==> src/rtl/rx_silo_pkg.sv <==
package rx_silo_pkg;
  localparam int CHAR_W = 8;
  localparam int LINE_W = 2;

  typedef struct packed {
    logic              ovr;
    logic              ferr;
    logic              perr;
    logic [LINE_W-1:0] line;
    logic [CHAR_W-1:0] ch;
  } rx_entry_t;

  localparam int ENTRY_W = $bits(rx_entry_t);
endpackage

==> src/rtl/rx_line_hold.sv <==
module rx_line_hold #(
  parameter int CW = 8
) (
  input  logic          clk,
  input  logic          rst_n,
  input  logic          clear,
  input  logic          take,
  input  logic [CW-1:0] ch_in,
  input  logic          perr_in,
  input  logic          ferr_in,
  input  logic          release_i,
  output logic          full,
  output logic [CW-1:0] ch,
  output logic          perr,
  output logic          ferr,
  output logic          lost
);
  logic          full_q, full_d;
  logic [CW-1:0] ch_q, ch_d;
  logic          perr_q, perr_d, ferr_q, ferr_d;
  logic          accept;

  assign accept = take && (!full_q || release_i);
  assign lost   = take && full_q && !release_i && !clear;

  always_comb begin
    full_d = full_q;
    ch_d   = ch_q;
    perr_d = perr_q;
    ferr_d = ferr_q;
    if (clear) begin
      full_d = 1'b0;
    end else if (accept) begin
      full_d = 1'b1;
      ch_d   = ch_in;
      perr_d = perr_in;
      ferr_d = ferr_in;
    end else if (release_i) begin
      full_d = 1'b0;
    end
  end

  always_ff @(posedge clk or negedge rst_n) begin
    if (!rst_n) begin
      full_q <= 1'b0;
      ch_q   <= '0;
      perr_q <= 1'b0;
      ferr_q <= 1'b0;
    end else begin
      full_q <= full_d;
      ch_q   <= ch_d;
      perr_q <= perr_d;
      ferr_q <= ferr_d;
    end
  end

  assign full = full_q;
  assign ch   = ch_q;
  assign perr = perr_q;
  assign ferr = ferr_q;
endmodule

==> src/rtl/rx_line_arb.sv <==
module rx_line_arb #(
  parameter int N = 4,
  localparam int IW = (N > 1) ? $clog2(N) : 1
) (
  input  logic [N-1:0]  req,
  output logic [N-1:0]  grant,
  output logic [IW-1:0] idx,
  output logic          any
);
  always_comb begin
    grant = '0;
    idx   = '0;
    any   = 1'b0;
    for (int i = 0; i < N; i++) begin
      if (req[i] && !any) begin
        grant[i] = 1'b1;
        idx      = IW'(i);
        any      = 1'b1;
      end
    end
  end
endmodule

==> src/rtl/rx_silo_fifo.sv <==
module rx_silo_fifo #(
  parameter int DEPTH = 64,
  parameter int W     = 13,
  localparam int AW   = $clog2(DEPTH),
  localparam int CW   = AW + 1
) (
  input  logic          clk,
  input  logic          rst_n,
  input  logic          clear,
  input  logic          push,
  input  logic [W-1:0]  din,
  input  logic          pop_req,
  output logic [W-1:0]  dout,
  output logic          empty,
  output logic          full,
  output logic          accepted
);
  logic [W-1:0]  mem [DEPTH];
  logic [AW-1:0] wr_q, wr_d, rd_q, rd_d;
  logic [CW-1:0] cnt_q, cnt_d;
  logic          do_pop;

  assign empty    = (cnt_q == '0);
  assign full     = (cnt_q == CW'(DEPTH));
  assign accepted = push && !full && !clear;
  assign do_pop   = pop_req && !empty && !clear;

  always_comb begin
    wr_d  = wr_q;
    rd_d  = rd_q;
    cnt_d = cnt_q;
    if (clear) begin
      wr_d  = '0;
      rd_d  = '0;
      cnt_d = '0;
    end else begin
      if (accepted) wr_d = wr_q + 1'b1;
      if (do_pop)   rd_d = rd_q + 1'b1;
      case ({accepted, do_pop})
        2'b10:   cnt_d = cnt_q + 1'b1;
        2'b01:   cnt_d = cnt_q - 1'b1;
        default: cnt_d = cnt_q;
      endcase
    end
  end

  always_ff @(posedge clk or negedge rst_n) begin
    if (!rst_n) begin
      wr_q  <= '0;
      rd_q  <= '0;
      cnt_q <= '0;
    end else begin
      wr_q  <= wr_d;
      rd_q  <= rd_d;
      cnt_q <= cnt_d;
    end
  end

  always_ff @(posedge clk) begin
    if (accepted) mem[wr_q] <= din;
  end

  assign dout = mem[rd_q];
endmodule

==> src/rtl/rx_silo.sv <==
module rx_silo #(
  parameter int NUM_LINES = 4,
  parameter int DEPTH     = 64,
  localparam int CW       = rx_silo_pkg::CHAR_W,
  localparam int LW       = rx_silo_pkg::LINE_W,
  localparam int IW       = (NUM_LINES > 1) ? $clog2(NUM_LINES) : 1
) (
  input  logic                      clk,
  input  logic                      rst_n,
  input  logic                      scan_en,
  input  logic                      clear,
  input  logic                      irq_en,
  input  logic [NUM_LINES-1:0]      line_vld,
  input  logic [NUM_LINES*CW-1:0]   line_char,
  input  logic [NUM_LINES-1:0]      line_perr,
  input  logic [NUM_LINES-1:0]      line_ferr,
  input  logic                      rd_pop,
  output logic [15:0]               head_word,
  output logic                      data_avail,
  output logic                      rx_irq
);
  import rx_silo_pkg::*;

  logic [NUM_LINES-1:0] h_full, h_perr, h_ferr, h_lost, grant;
  logic [CW-1:0]        h_ch [NUM_LINES];
  logic [IW-1:0]        g_idx;
  logic                 g_any;
  rx_entry_t            w_entry, r_entry;
  logic [ENTRY_W-1:0]   r_bits;
  logic                 f_empty, f_full, f_acc;
  logic                 ovr_q, ovr_d;

  for (genvar g = 0; g < NUM_LINES; g++) begin : g_hold
    rx_line_hold #(.CW(CW)) u_hold (
      .clk       (clk),
      .rst_n     (rst_n),
      .clear     (clear),
      .take      (line_vld[g] && scan_en),
      .ch_in     (line_char[g*CW +: CW]),
      .perr_in   (line_perr[g]),
      .ferr_in   (line_ferr[g]),
      .release_i (grant[g]),
      .full      (h_full[g]),
      .ch        (h_ch[g]),
      .perr      (h_perr[g]),
      .ferr      (h_ferr[g]),
      .lost      (h_lost[g])
    );
  end

  rx_line_arb #(.N(NUM_LINES)) u_arb (
    .req   (h_full),
    .grant (grant),
    .idx   (g_idx),
    .any   (g_any)
  );

  always_comb begin
    w_entry      = '0;
    w_entry.ch   = h_ch[g_idx];
    w_entry.line = LW'(g_idx);
    w_entry.perr = h_perr[g_idx];
    w_entry.ferr = h_ferr[g_idx];
    w_entry.ovr  = ovr_q;
  end

  rx_silo_fifo #(.DEPTH(DEPTH), .W(ENTRY_W)) u_fifo (
    .clk      (clk),
    .rst_n    (rst_n),
    .clear    (clear),
    .push     (g_any),
    .din      (w_entry),
    .pop_req  (rd_pop),
    .dout     (r_bits),
    .empty    (f_empty),
    .full     (f_full),
    .accepted (f_acc)
  );

  always_comb begin
    ovr_d = ovr_q;
    if (clear) begin
      ovr_d = 1'b0;
    end else begin
      if (f_acc) ovr_d = 1'b0;
      if ((g_any && f_full) || (|h_lost)) ovr_d = 1'b1;
    end
  end

  always_ff @(posedge clk or negedge rst_n) begin
    if (!rst_n) ovr_q <= 1'b0;
    else        ovr_q <= ovr_d;
  end

  assign r_entry    = rx_entry_t'(r_bits);
  assign data_avail = !f_empty;
  assign rx_irq     = data_avail && irq_en;
  assign head_word  = f_empty ? 16'h0000 :
                      {1'b1, r_entry.ovr, r_entry.ferr, r_entry.perr,
                       2'b00, r_entry.line, r_entry.ch};
endmodule

==> config.mk <==
export PLATFORM = sky130hd
export DESIGN_NAME = rx_silo
export DESIGN_NICKNAME = d
export VERILOG_FILES = /design/src/rtl/rx_silo_pkg.sv /design/src/rtl/rx_line_hold.sv /design/src/rtl/rx_line_arb.sv /design/src/rtl/rx_silo_fifo.sv /design/src/rtl/rx_silo.sv
export SDC_FILE = /design/constraint.sdc
export NUM_CORES = 1
export LEC_CHECK = 0
export BUFFER_PORTS_ARGS = -buffer_cell sky130_fd_sc_hd__clkbuf_2
export CORE_ASPECT_RATIO = 0.9
export CORE_UTILIZATION = 50
export CTS_CLUSTER_DIAMETER = 60
export DETAILED_ROUTE_END_ITERATION = 10
export GPL_TIMING_DRIVEN = 0
export PLACE_DENSITY = 0.75
export SYNTH_ARGS = -nofsm -noshare
export SYNTH_HDL_FRONTEND = slang
export SYNTH_SLANG_ARGS = --single-unit
==> constraint.sdc <==
create_clock -name clk -period 5.3 [get_ports clk]
set_clock_uncertainty 0.15 [all_clocks]
set_input_delay 0 -clock clk [delete_from_list [all_inputs] [get_ports clk]]
set_output_delay 0 -clock clk [all_outputs]
set_load 0.01 [all_outputs]
==> results by group <==
Status
  – Status: finished clean

Synthesis
  – Register area share after synthesis: 75.1%
  – Synth area leader: edfxtp_1
  – Syn avg cell area: approximately 21 um^2
  – Async S/R FF share, synth: 7.14%
  – Synth warn: 0
  – Post-synthesis cell count: about 1.7k
  – Synth cell count leaders: 832 x edfxtp_1, 222 x mux4_2, 93 x nor2_1
  – Post-synth top area share: 70.5%
  – Main synth FF type: edfxtp_1
  – Distinct cells, synth: 60
  – Top cells by area, synth: edfxtp_1 71%, mux4_2 14%, dfrtp_1 4.5%, mux2i_1 1.9%, mux2_2 1.3%
  – Number of synthesized register bits: between 800 and 900
  – Post-Syn Area: about 35000 um^2
  – Post-synth EDFFs: approximately 830
  – Most frequent cell after synthesis: edfxtp_1

Power and ir drop
  – Lkg Pwr: between 10 and 15 nW
  – Power density over the cells: around 460 nW/um^2
  – Max VDD drop: about 0.38 mV

Layout
  – Final core occ: between 50% and 60%
  – Layout cell share with drive strength beyond 1: approximately 30%
  – Final net count: roughly 2k
  – Fin area: just over 40000 um^2
  – ANT cells: 0
  – Number of fill cells: slightly below 5k
  – Area growth syn-to-layout: 16.4%
  – Final std cells w/o fill: around 3.0k

Floorplan
  – Initial Utilization: between 50% and 60%
  – Core Area: 70100 um^2
  – Die Y: roughly 250 um
  – Die Wd: roughly 280 um
  – Die ar.: slightly above 70000 um^2
  – I/O Pins: 68
  – Core Rows: between 90 and 100

Timing
  – Setup TNS: 0 ns
  – RSZ-0062 raised after global routing: false
  – Slew margin rel.: under 10%
  – Finish-stage setup viols: 0
  – Fmax achieved: between 0.2 and 0.25 GHz
  – Slew Limit Fails: 0
  – Period Utilization, post-route: 88.4%
  – Final hold violation count: 0
  – Period minus WS final: 4.68 ns
  – Worst Tran Pin Value: between 1 and 1.5 ns

Worst setup path
  – CP cell instances: buf_2 -> or3_1 -> buf_1 -> clkbuf_1 -> o22ai_1 -> a2111oi_0 -> a31o_2 -> clkbuf_2
  – CP max FO: 10
  – Crit path launch type: flop
  – Crit end category: primary output
  – Worst reg2reg endpoint: u_fifo.mem[8][1]$_DFFE_PP_
  – WS Path Type: flop to primary output
  – Slowest cell delay on critical path: between 1 and 1.5 ns
  – Data arrival, critical path: ~4.5 ns
  – Reg2reg setup slack: around 1.5 ns
  – Reg2reg start: u_fifo.cnt_q[2]$_DFFE_PN0P_
  – CP max stage cell: a2111oi_0
  – Worst EP required: 5.15 ns
  – Reg2Reg Depth: 8

Global route
  – Gr ovfl total: 0
  – Vias in the first global route: between 15k and 20k
  – Initial antenna violation count: 2
  – First-pass GRT wire length: between 100000 and 150000 um
  – GRT Total Usage: 25.3%
  – Pin count of the biggest net entering global routing: 65

Clock network
  – Post-CTS Hold Buffers: 92
  – Setup bufs post-CTS: 0
  – Worst-Skew Late Latency: around 0.63 ns
  – PostCTS Resize Cnt: 0
  – Clock slew at reported path FFs: 0.06 ns
  – Clock sinks: roughly 900
  – Clk buf depth: 3
  – CTS tree: yes
  – H-tree depth: 3
  – TritonCTS Buffers: 85
  – Clock Tree Root: clkbuf_16

Detailed routing
  – DRC Markers: 0
  – Routed vias: around 19k
  – Iter 0 DRT Violations: 2512
  – WL per Instance: 30.0 um
  – Vias/cell: 6.33
  – Post-route ant nets: 0
  – DRT Wirelength: slightly below 90000 um
  – First drt pass iteration count: 6

Hold path
  – Path category of the worst min-delay check: input pin to flop
  – Hold Crit Start: line_ferr[0]
  – Hold EP: g_hold[0].u_hold.ferr$_DFFE_PN0P_
  – Hold depth: 3

Placed design
  – Inst Count DP: ~2.7k
  – HPWL after detailed placement: between 50000 and 60000 um
  – DP Area: between 30000 and 40000 um^2
  – IO Port Bufs: 65
  – GPL Wtd Cong: ~0.92

Job
  – Maximum Capacitance Violations: 0
==> per-stage QoR <==
stage / worst slack (ns) / total power [mW] / hold WS, ns
2_1_floorplan: 1.86 / 11.3 / -0.446
3_3_place_gp: 0.180 / 12.6 / 0.0830
3_5_place_dp: 1.43 / 12.8 / 0.0559
4_1_cts: 0.712 / 19.1 / 0.00685
5_1_grt: 0.653 / 19.6 / 0.00895
6_report: 0.616 / 19.1 / 0.0332
==> final cells by class <==
class | count | area [um^2] | area share [%]
clock buffer | 101 | 2200 | 5.33
clock inverter | 52 | 684 | 1.66
buffer | 103 | 589 | 1.43
tap | 940 | 1180 | 2.85
sequential | 896 | 26600 | 64.5
multi-input combinational | 673 | 8360 | 20.3
inverter | 4 | 15.0 | 0.0364
timing repair buffer | 187 | 1610 | 3.91
==> worst max-delay path, delay by kind of cell (launching register included) <==
kind,cells,cell delay [ns]
AO/OA/AOI/OAI,3,1.71
buffers and inverters,4,1.69
flip-flops,1,0.31
AND/OR/NAND/NOR,1,0.18
==> cell usage in the layout, fill, tap and decap left out, drive strengths merged, types with 6 or more instances in the layout <==
cell | synthesis | final
mux2i | 66 | 66
dfrtp | 64 | 64
a22oi | 12 | 12
bufinv | 0 | 16
edfxtp | 832 | 832
clkinv | 0 | 26
a31o | 7 | 7
a211oi | 8 | 8
a22o | 7 | 7
mux4 | 229 | 229
inv | 4 | 7
o211ai | 7 | 7
xnor2 | 6 | 6
o22ai | 16 | 16
nor2b | 7 | 7
clkbuf | 41 | 207
or3 | 9 | 9
a2111oi | 7 | 7
buf | 62 | 91
nand4 | 7 | 7
nand3 | 14 | 14
dlygate4sd3 | 0 | 91
a21oi | 23 | 23
mux2 | 40 | 40
nor2 | 93 | 93
clkinvlp | 0 | 7
nand2 | 41 | 41
o21ai | 11 | 11
xor2 | 9 | 9
==> metal layers <==
layer	wire length, um	global-route usage [%]
met5	13	0
met4	2870	8.02
met3	10200	6.19
met2	41800	39.6
met1	33900	35.3
==> sequential cells by signal (all words and copies together) (netlist names) <==
register            cells
g_hold.u_hold.full      4
ovr_q                   1
u_fifo.mem            832
g_hold.u_hold.perr      4
u_fifo.rd_q             6
g_hold.u_hold.ch       32
g_hold.u_hold.ferr      4
u_fifo.wr_q             6
u_fifo.cnt_q            7
==> kinds of logic after synthesis <==
family                   count (synthesis)  share of synthesized area (%)
adder cells (fa/ha/maj)                  4                          0.141
AND/OR/NAND/NOR                        204                           2.70
AO/OA/AOI/OAI                          113                           2.26
multiplexers                           335                           17.8
XOR/XNOR                                15                          0.371
other                                    1                         0.0106
buffers and inverters                  107                           1.70
flip-flops                             896                           75.1
==> how the worst max path moves through the flow <==
stage | startpoint | endpoint | cells past startpoint
global placement | u_fifo.cnt_q[2]$_DFFE_PN0P_ | u_fifo.mem[40][4]$_DFFE_PP_ | 8
floorplan | u_fifo.cnt_q[2]$_DFFE_PN0P_ | u_fifo.mem[48][0]$_DFFE_PP_ | 8
global route | u_fifo.rd_q[2]$_DFFE_PN0P_ | head_word[0] | 8
CTS | u_fifo.rd_q[2]$_DFFE_PN0P_ | head_word[0] | 8
detailed placement | u_fifo.rd_q[2]$_DFFE_PN0P_ | head_word[0] | 8
finish | u_fifo.rd_q[2]$_DFFE_PN0P_ | head_word[0] | 8
==> report_power, final <==
part	leakage, nW	internal (mW)	switching (mW)
registers	8.32	8.26	0.0910
clock network	1.39	3.75	2.60
logic	3.35	1.84	2.58
Note: power is estimated with default switching activity, not from simulation.
